**config.mk**
```make
export PLATFORM = sky130hd
export DESIGN_NAME = tmr_base
export DESIGN_NICKNAME = d
export VERILOG_FILES = /design/src/rtl/tmr_pkg.sv /design/src/rtl/tmr_regs.sv /design/src/rtl/tmr_prescaler.sv /design/src/rtl/tmr_counter.sv /design/src/rtl/tmr_base.sv
export SDC_FILE = /design/constraint.sdc
export NUM_CORES = 1
export LEC_CHECK = 0
export BUFFER_PORTS_ARGS = -buffer_cell sky130_fd_sc_hd__buf_2
export CAP_MARGIN = 10
export CORE_MARGIN = 2
export CORE_UTILIZATION = 65
export CTS_CLUSTER_DIAMETER = 30
export DETAILED_ROUTE_END_ITERATION = 10
export GPL_TIMING_DRIVEN = 1
export HOLD_SLACK_MARGIN = 0.06
export PLACE_DENSITY = 0.85
export SLEW_MARGIN = 30
export SYNTH_ARGS = -nofsm -noshare
export SYNTH_HDL_FRONTEND = slang
export SYNTH_SLANG_ARGS = --single-unit
```
**constraint.sdc**
```tcl
create_clock -name clk_i -period 6 [get_ports clk_i]
set_input_delay 0.3 -clock clk_i [delete_from_list [all_inputs] [get_ports clk_i]]
set_output_delay 0.3 -clock clk_i [all_outputs]
set_load 0.005 [all_outputs]
```
**src/rtl/tmr_pkg.sv**
```systemverilog
package tmr_pkg;

    typedef enum logic [1:0] {
        SEL_CTRL = 2'd0,
        SEL_PSC  = 2'd1,
        SEL_LIM  = 2'd2,
        SEL_CNT  = 2'd3
    } reg_sel_e;

    localparam int CTRL_W = 5;

    // Control word layout, bit 0 first: run, one_shot, down, center, restart
    typedef struct packed {
        logic restart;
        logic center;
        logic down;
        logic one_shot;
        logic run;
    } ctrl_t;

    function automatic ctrl_t to_ctrl(input logic [CTRL_W-1:0] raw);
        return ctrl_t'(raw);
    endfunction

endpackage

```
**src/rtl/tmr_regs.sv**
```systemverilog
module tmr_regs
    import tmr_pkg::*;
#(
    parameter int CNT_W = 16
) (
    input  logic             clk_i,
    input  logic             rst_i,
    input  logic             wr_en_i,
    input  logic [1:0]       wr_addr_i,
    input  logic [CNT_W-1:0] wr_data_i,
    input  logic             nat_evt_i,
    output logic             en_q_o,
    output logic             opm_q_o,
    output logic             center_q_o,
    output logic [CNT_W-1:0] lim_q_o,
    output logic             ctrl_we_o,
    output ctrl_t            ctrl_new_o,
    output logic             restart_o,
    output logic             psc_we_o,
    output logic             cnt_we_o
);

    logic lim_we;

    always_comb begin
        ctrl_new_o = to_ctrl(wr_data_i[CTRL_W-1:0]);
        ctrl_we_o  = wr_en_i && (reg_sel_e'(wr_addr_i) == SEL_CTRL);
        psc_we_o   = wr_en_i && (reg_sel_e'(wr_addr_i) == SEL_PSC);
        lim_we     = wr_en_i && (reg_sel_e'(wr_addr_i) == SEL_LIM);
        cnt_we_o   = wr_en_i && (reg_sel_e'(wr_addr_i) == SEL_CNT);
        restart_o  = ctrl_we_o && ctrl_new_o.restart;
    end

    always_ff @(posedge clk_i) begin
        if (rst_i) begin
            en_q_o     <= 1'b0;
            opm_q_o    <= 1'b0;
            center_q_o <= 1'b0;
            lim_q_o    <= '1;
        end else begin
            if (nat_evt_i && opm_q_o) begin
                en_q_o <= 1'b0;
            end
            if (ctrl_we_o) begin
                en_q_o     <= ctrl_new_o.run;
                opm_q_o    <= ctrl_new_o.one_shot;
                center_q_o <= ctrl_new_o.center;
            end
            if (lim_we) begin
                lim_q_o <= wr_data_i;
            end
        end
    end

endmodule

```
**src/rtl/tmr_prescaler.sv**
```systemverilog
module tmr_prescaler #(
    parameter int PSC_W = 16
) (
    input  logic             clk_i,
    input  logic             rst_i,
    input  logic             en_i,
    input  logic             psc_we_i,
    input  logic [PSC_W-1:0] psc_wdata_i,
    input  logic             reload_i,
    input  logic             restart_i,
    output logic             tick_o
);

    logic [PSC_W-1:0] shadow_q;
    logic [PSC_W-1:0] active_q;
    logic [PSC_W-1:0] phase_q;

    assign tick_o = en_i && (phase_q == active_q);

    always_ff @(posedge clk_i) begin
        if (rst_i) begin
            shadow_q <= '0;
            active_q <= '0;
            phase_q  <= '0;
        end else begin
            if (psc_we_i) begin
                shadow_q <= psc_wdata_i;
            end
            if (reload_i) begin
                active_q <= shadow_q;
            end
            if (restart_i) begin
                phase_q <= '0;
            end else if (en_i) begin
                phase_q <= tick_o ? '0 : phase_q + 1'b1;
            end
        end
    end

endmodule

```
**src/rtl/tmr_counter.sv**
```systemverilog
module tmr_counter
    import tmr_pkg::*;
#(
    parameter int CNT_W = 16
) (
    input  logic             clk_i,
    input  logic             rst_i,
    input  logic             tick_i,
    input  logic             center_i,
    input  logic [CNT_W-1:0] lim_i,
    input  logic             ctrl_we_i,
    input  ctrl_t            ctrl_new_i,
    input  logic             restart_i,
    input  logic             cnt_we_i,
    input  logic [CNT_W-1:0] cnt_wdata_i,
    output logic [CNT_W-1:0] cnt_o,
    output logic             dir_o,
    output logic             upd_o,
    output logic             nat_evt_o
);

    localparam logic [CNT_W-1:0] ONE = {{(CNT_W-1){1'b0}}, 1'b1};

    logic at_top;
    logic at_bottom;
    logic turn;

    always_comb begin
        at_top    = (cnt_o >= lim_i);
        at_bottom = (cnt_o == '0);
        if (center_i && (lim_i == '0)) begin
            turn = 1'b1;
        end else begin
            turn = dir_o ? at_bottom : at_top;
        end
        nat_evt_o = tick_i && turn && !restart_i && !cnt_we_i;
    end

    always_ff @(posedge clk_i) begin
        if (rst_i) begin
            cnt_o <= '0;
            dir_o <= 1'b0;
            upd_o <= 1'b0;
        end else begin
            upd_o <= 1'b0;
            if (ctrl_we_i && !ctrl_new_i.center) begin
                dir_o <= ctrl_new_i.down;
            end
            if (restart_i) begin
                upd_o <= 1'b1;
                cnt_o <= (ctrl_new_i.center || !ctrl_new_i.down) ? '0 : lim_i;
                if (ctrl_new_i.center) begin
                    dir_o <= 1'b0;
                end
            end else if (cnt_we_i) begin
                cnt_o <= cnt_wdata_i;
            end else if (tick_i) begin
                upd_o <= turn;
                if (center_i) begin
                    if (lim_i == '0) begin
                        cnt_o <= '0;
                    end else if (!dir_o) begin
                        if (at_top) begin
                            cnt_o <= cnt_o - ONE;
                            dir_o <= 1'b1;
                        end else begin
                            cnt_o <= cnt_o + ONE;
                        end
                    end else begin
                        if (at_bottom) begin
                            cnt_o <= ONE;
                            dir_o <= 1'b0;
                        end else begin
                            cnt_o <= cnt_o - ONE;
                        end
                    end
                end else if (!dir_o) begin
                    cnt_o <= at_top ? '0 : cnt_o + ONE;
                end else begin
                    cnt_o <= at_bottom ? lim_i : cnt_o - ONE;
                end
            end
        end
    end

endmodule

```
**src/rtl/tmr_base.sv**
```systemverilog
module tmr_base
    import tmr_pkg::*;
#(
    parameter int CNT_W = 16,
    parameter int PSC_W = 16
) (
    input  logic             clk_i,
    input  logic             rst_i,
    input  logic             wr_en_i,
    input  logic [1:0]       wr_addr_i,
    input  logic [CNT_W-1:0] wr_data_i,
    output logic [CNT_W-1:0] cnt_o,
    output logic             upd_o,
    output logic             dir_o,
    output logic             run_o
);

    logic             en_q;
    logic             opm_q;
    logic             center_q;
    logic [CNT_W-1:0] lim_q;
    logic             ctrl_we;
    ctrl_t            ctrl_new;
    logic             restart;
    logic             psc_we;
    logic             cnt_we;
    logic             tick;
    logic             nat_evt;

    tmr_regs #(.CNT_W(CNT_W)) u_regs (
        .clk_i      (clk_i),
        .rst_i      (rst_i),
        .wr_en_i    (wr_en_i),
        .wr_addr_i  (wr_addr_i),
        .wr_data_i  (wr_data_i),
        .nat_evt_i  (nat_evt),
        .en_q_o     (en_q),
        .opm_q_o    (opm_q),
        .center_q_o (center_q),
        .lim_q_o    (lim_q),
        .ctrl_we_o  (ctrl_we),
        .ctrl_new_o (ctrl_new),
        .restart_o  (restart),
        .psc_we_o   (psc_we),
        .cnt_we_o   (cnt_we)
    );

    tmr_prescaler #(.PSC_W(PSC_W)) u_psc (
        .clk_i       (clk_i),
        .rst_i       (rst_i),
        .en_i        (en_q),
        .psc_we_i    (psc_we),
        .psc_wdata_i (wr_data_i[PSC_W-1:0]),
        .reload_i    (nat_evt || restart),
        .restart_i   (restart),
        .tick_o      (tick)
    );

    tmr_counter #(.CNT_W(CNT_W)) u_cnt (
        .clk_i       (clk_i),
        .rst_i       (rst_i),
        .tick_i      (tick),
        .center_i    (center_q),
        .lim_i       (lim_q),
        .ctrl_we_i   (ctrl_we),
        .ctrl_new_i  (ctrl_new),
        .restart_i   (restart),
        .cnt_we_i    (cnt_we),
        .cnt_wdata_i (wr_data_i),
        .cnt_o       (cnt_o),
        .dir_o       (dir_o),
        .upd_o       (upd_o),
        .nat_evt_o   (nat_evt)
    );

    assign run_o = en_q;

endmodule

```
; After elaboration in Yosys (flattened, before gate mapping)
; Index checks and enable logic that the tools add are counted.
[totals]
regBits = 85
output_inout_bits = 19
elab_cells = 72
[classes]
addsub = 3
n_lt_le_gt_ge = 1
eq_ne = 4
muxes = 30
reduce_logical = 24
[op_table]
columns = op, count
row1 = 2-to-1 mux 16 bit, 13
row2 = adder 16 x 1 -> 16 bit (second input constant), 2
row3 = zero test 16 bit, 2
row4 = 2-to-1 mux 1 bit, 17
row5 = == test 16 bit, 1
row6 = >= comparator 16 bit, 1
row7 = subtractor 16 x 1 -> 16 bit (second input constant), 1
row8 = logical AND 1 bit, 12
row9 = == test 2 bit (second input constant), 2
row10 = zero test 1 bit, 4
row11 = nonzero test 3 bit, 1
row12 = == test 2 x 1 -> 1 bit (second input constant), 1
row13 = zero test 2 bit, 1
row14 = logical OR 1 bit, 2
row15 = nonzero test 2 bit, 1
row16 = OR reduction 2 bit, 1

; Logic depth before layout (Yosys ltp)
[logic_depth]
word_depth = 11
ltp_mapped = 12
mapped_depth_nobuf = 9

; Hierarchy
; Synthesis repeated with hierarchy kept, for this count alone.
[hier_totals]
hier_cells = 730
area_unflattened_um2 = 5774.3
[modules_own_cells]
columns = module, n_inst, cells_per_inst, area_each_um2
row1 = tmr_counter, 1, 423, 2944.1
row2 = tmr_prescaler, 1, 213, 2055.7
row3 = tmr_regs, 1, 93, 768.2
row4 = tmr_base, 1, 1, 6.3

; Worst setup path before layout
; OpenSTA, ideal clock, no wires.
[synth_timing]
kind = reg2reg
start = register u_cnt.cnt_o[0]
end = register u_psc.active_q[10]
arrival_time_ps = 2673
required_ps = 5928
slack_ps = 3256
stages_incl_launch_ff = 12
n_path_buf = 2
period_less_slack_ps = 2744
path_cell_list = dfxtp_1 -> inv_1 -> ha_1 -> nand2b_1 -> a2111oi_0 -> or3_4 -> and3_4 -> buf_6 -> o21ai_4 -> a21oi_4 -> buf_6 -> mux2i_1
[synth_between]
elab_chain_len = 7
[synth_rtl]
columns = item, line_no
row1 = start: declaration, tmr_counter.sv:16  ; output logic [CNT_W-1:0] cnt_o,
row2 = start signal: assignment, tmr_counter.sv:51  ; cnt_o <= (ctrl_new_i.center || !ctrl_new_i.down) ? '0 : lim_i;
row3 = start signal: assignment, tmr_counter.sv:56  ; cnt_o <= cnt_wdata_i;
row4 = start signal: assignment, tmr_counter.sv:64  ; cnt_o <= cnt_o - ONE;
row5 = >= comparator 16 bit / zero test 16 bit (equally long branches), "tmr_counter.sv:29, tmr_counter.sv:30"
row6 = 2-to-1 mux 1 bit *, tmr_counter.sv:34  ; turn = dir_o ? at_bottom : at_top;
row7 = 2-to-1 mux 1 bit *, tmr_counter.sv:31  ; if (center_i && (lim_i == '0)) begin
row8 = logical AND 1 bit * (3 in series), tmr_counter.sv:36  ; nat_evt_o = tick_i && turn && !restart_i && !cnt_we_i;
row9 = logical OR 1 bit *, tmr_base.sv:54  ; .reload_i (nat_evt || restart),
row10 = end signal: assignment, tmr_prescaler.sv:30  ; active_q <= shadow_q;
row11 = end: declaration, tmr_prescaler.sv:15  ; logic [PSC_W-1:0] active_q;
; Every way passes the cells marked *; elsewhere a longest branch is shown, timed or not.
; A chain may end at the register's enable or synchronous reset.

; Worst setup path in the final report
[layout_timing]
start = register u_cnt.cnt_o[0]
end = register u_cnt.cnt_o[13]
[layout_between]
elab_chain_len = 8
[layout_rtl]
columns = item, line_no
row1 = adder 16 x 1 -> 16 bit (tied with other cells), "tmr_counter.sv:67, tmr_counter.sv:78"
row2 = "2-to-1 mux 16 bit, on equally long branches", "tmr_counter.sv:63, tmr_counter.sv:70"
row3 = 2-to-1 mux 16 bit, tmr_counter.sv:62  ; end else if (!dir_o) begin
row4 = 2-to-1 mux 16 bit, tmr_counter.sv:60  ; if (lim_i == '0) begin
row5 = 2-to-1 mux 16 bit *, tmr_counter.sv:59  ; if (center_i) begin
row6 = 2-to-1 mux 16 bit *, tmr_counter.sv:57  ; end else if (tick_i) begin
row7 = 2-to-1 mux 16 bit *, tmr_counter.sv:55  ; end else if (cnt_we_i) begin
row8 = 2-to-1 mux 16 bit *, tmr_counter.sv:49  ; if (restart_i) begin
; Every way passes the cells marked *; elsewhere a longest branch is shown, timed or not. The select of a mux whose other input is x is not followed.

==> results.toml <==
[cells_and_area]
num_antenna_cells = 0
final_cells = 856
area_growth_pct = 6.51
layout.cells.most_common = "nand2_1"
drive_above_1_share = 0.113
nets = 788
fillers = 690
mostFrequentLayoutCells = "148 x nand2_1, 85 x dfxtp_1, 55 x nor2_1"

[sta]
tightest_slew_ns = 0.917
max_freq_ghz = 0.282
rsz0062_at_grt = "false"
relSlewSlack = 0.388
drv_slew = 0
finalSetupTns_ns = 0
fin_worst_skew_ns = 0.0113
hold_viol_final = 0
setup_violations = 0
period_minus_slack_ns = 3.54
fin_crit_sh = 0.591

[placed_design]
post-dp-hpwl_um = 12000
dp.cells = 841
place.port_buffers = 39
gp_congestion = 1.04

[route]
avgViaCountPerCell = 6.67
detail-route-antenna-nets = 0
postRouteWirelength_um = 17000
drt_iter0_markers = 761
first_pass_iters = 5
wl_per_cell_um = 19.8
drc = 0
vias = 5709

[logic_synthesis]
synth_fa_ha_area_frac = 0.0449
syn-instance-count = 740
synth.net_count = 781
synth_cell_types = 68
synth_edf_count = 0
syn_area_mm2 = 0.00558
async_reset_ff_frac = 0
synth_area_per_cell_um2 = 7.54
ys_ff_latch = 85
synthMuxAreaShare = 0.0368
synth_xor_area_frac = 0.0801
synth_ff_type = "dfxtp_1"
synth_compound_area_frac = 0.216
synth-seq-area-share = 0.305
synth_warnings = 0
synth_top_family_by_area = "simple AND/OR/NAND/NOR gates"
synthSimpleGateAreaFrac = 0.264

[cts]
clk_pin_slew_ns = 0.09
cts-root-buf = "clkbuf_8"
htreeDepth = 3
cts.repair.resized = 0
cts_buffer_depth = 2
cts_buffers = 9
ctsHoldBuffers = 0
post-cts-setup-buffer-count = 0
cts_tree = "built"
cts_sinks = 85
clkLatencyLatePin_ns = 0.36

[global_routing]
grt_first_pass_wirelength_um = 27400
grt_pass1_vias = 5387
grt_overflow = 0
antenna_found_initial = 0
grt_util_all_layers = 0.357
grt_max_degree = 55

[critical_path]
worstSetupPathType = "reg2reg"
critical_path_arrival_ns = 3.84
cp_max_fo = 14
critPathLaunchType = "flip-flop"
reg2reg_setup_slack_ns = 2.46
cp-end-kind = "flip-flop"
required_ns = 6.29

[run_status]
status = "complete, no violations"

[power]
peakVddDrop_mv = 0.127
p_per_area_mw_per_mm2 = 225
leakage_nw = 2.47

[floorplanning]
rows = 33
die_h_um = 96.6
start_util = 0.675
core_area_mm2 = 0.00826
die_x_um = 96.6
boundaryPins = 40
die_area_mm2 = 0.00934

[flow_run]
cap_violations = 0

[hold_path]
hold_path.class = "in2reg"
==> critical path, stage by stage (launching register included) <==
cell and delay [ns]:
dfxtp_1 0.45, inv_1 0.20, ha_1 0.32, nand2b_1 0.15, a2111oi_0 0.70, or3_4 0.29
nand3_1 0.38, or4_1 0.63, and3_1 0.19, a31oi_1 0.17
==> registers in the layout (all words and copies together) (netlist names) <==
signal and flops:
u_cnt.cnt_o 16, u_psc.active_q 16, u_psc.phase_q 16, u_psc.shadow_q 16, u_regs.lim_q_o 16, u_cnt.dir_o 1
u_cnt.upd_o 1, u_regs.center_q_o 1, u_regs.en_q_o 1, u_regs.opm_q_o 1
==> path summary, 6_finish.rpt <==
| kind | start | cells after the start | end |
|---|---|---|---|
| setup / recovery | u_cnt.cnt_o[0]$_SDFFE_PP0P_ | 9 | u_cnt.cnt_o[13]$_SDFFE_PP0P_ |
| hold / removal | wr_data_i[8] | 3 | u_psc.shadow_q[8]$_SDFFE_PP0P_ |
| setup reg to reg | u_cnt.cnt_o[0]$_SDFFE_PP0P_ | 9 | u_cnt.cnt_o[13]$_SDFFE_PP0P_ |
| hold reg to reg | u_psc.shadow_q[13]$_SDFFE_PP0P_ | 2 | u_psc.active_q[13]$_SDFFE_PP0P_ |
==> per-stage QoR <==
stage               hold slack (ns)  total power, mW  worst slack [ns]   util  cell area, µm²
floorplan                     0.435            0.824              3.26      -            5580
global route                  0.202             1.39              2.23  0.719            5940
global placement              0.440            0.904              2.81  0.695            5740
detailed placement            0.447            0.910              2.60  0.695            5740
finish                        0.203             1.33              2.46  0.719            5940
CTS                           0.203             1.32              2.54  0.719            5940
==> layer usage <==
layer,global-route usage,wire (µm),vias up
li1,-,-,2649
met1,0.464,6710,2632
met2,0.563,7800,355
met3,0.0723,1720,73
met4,0.184,739,0
met5,0,0,-
==> Yosys cell counts (all sizes together), types with 14 or more instances <==
cell type	count	area (µm²)
nand2	148	556
dfxtp	85	1700
nor2	57	214
a21oi	49	257
clkbuf	39	146
o21ai	35	186
xor2	31	272
inv	27	101
nand3	24	120
o211ai	23	173
ha	20	250
xnor2	20	175
mux2i	19	190
nand4	15	93.8
nor3	15	80.1
nor4	14	100
==> cells by family after synthesis <==
kind of cell,after synthesis
xor+xnor,51
buf+inv,73
flops,85
mux,20
compound gates,177
fa+ha+maj,20
simple gates,314
==> cell type report <==
| type | instances | area [µm²] | area share |
|---|---|---|---|
| clock buffer | 9 | 124 | 0.0209 |
| clock inverter | 6 | 72.6 | 0.0122 |
| inverter | 27 | 101 | 0.0171 |
| multi-input combinational | 582 | 3590 | 0.605 |
| sequential | 85 | 1700 | 0.286 |
| tap | 105 | 131 | 0.0221 |
| timing repair buffer | 42 | 218 | 0.0367 |
==> where the power goes <==
group / internal [mW] / leakage [nW] / switching (mW)
clock: 0.195 / 0.0963 / 0.229
combinational: 0.104 / 1.68 / 0.175
sequential: 0.584 / 0.691 / 0.0464
total: 0.883 / 2.47 / 0.451
No activity file was read; power rests on OpenSTA's default activity.
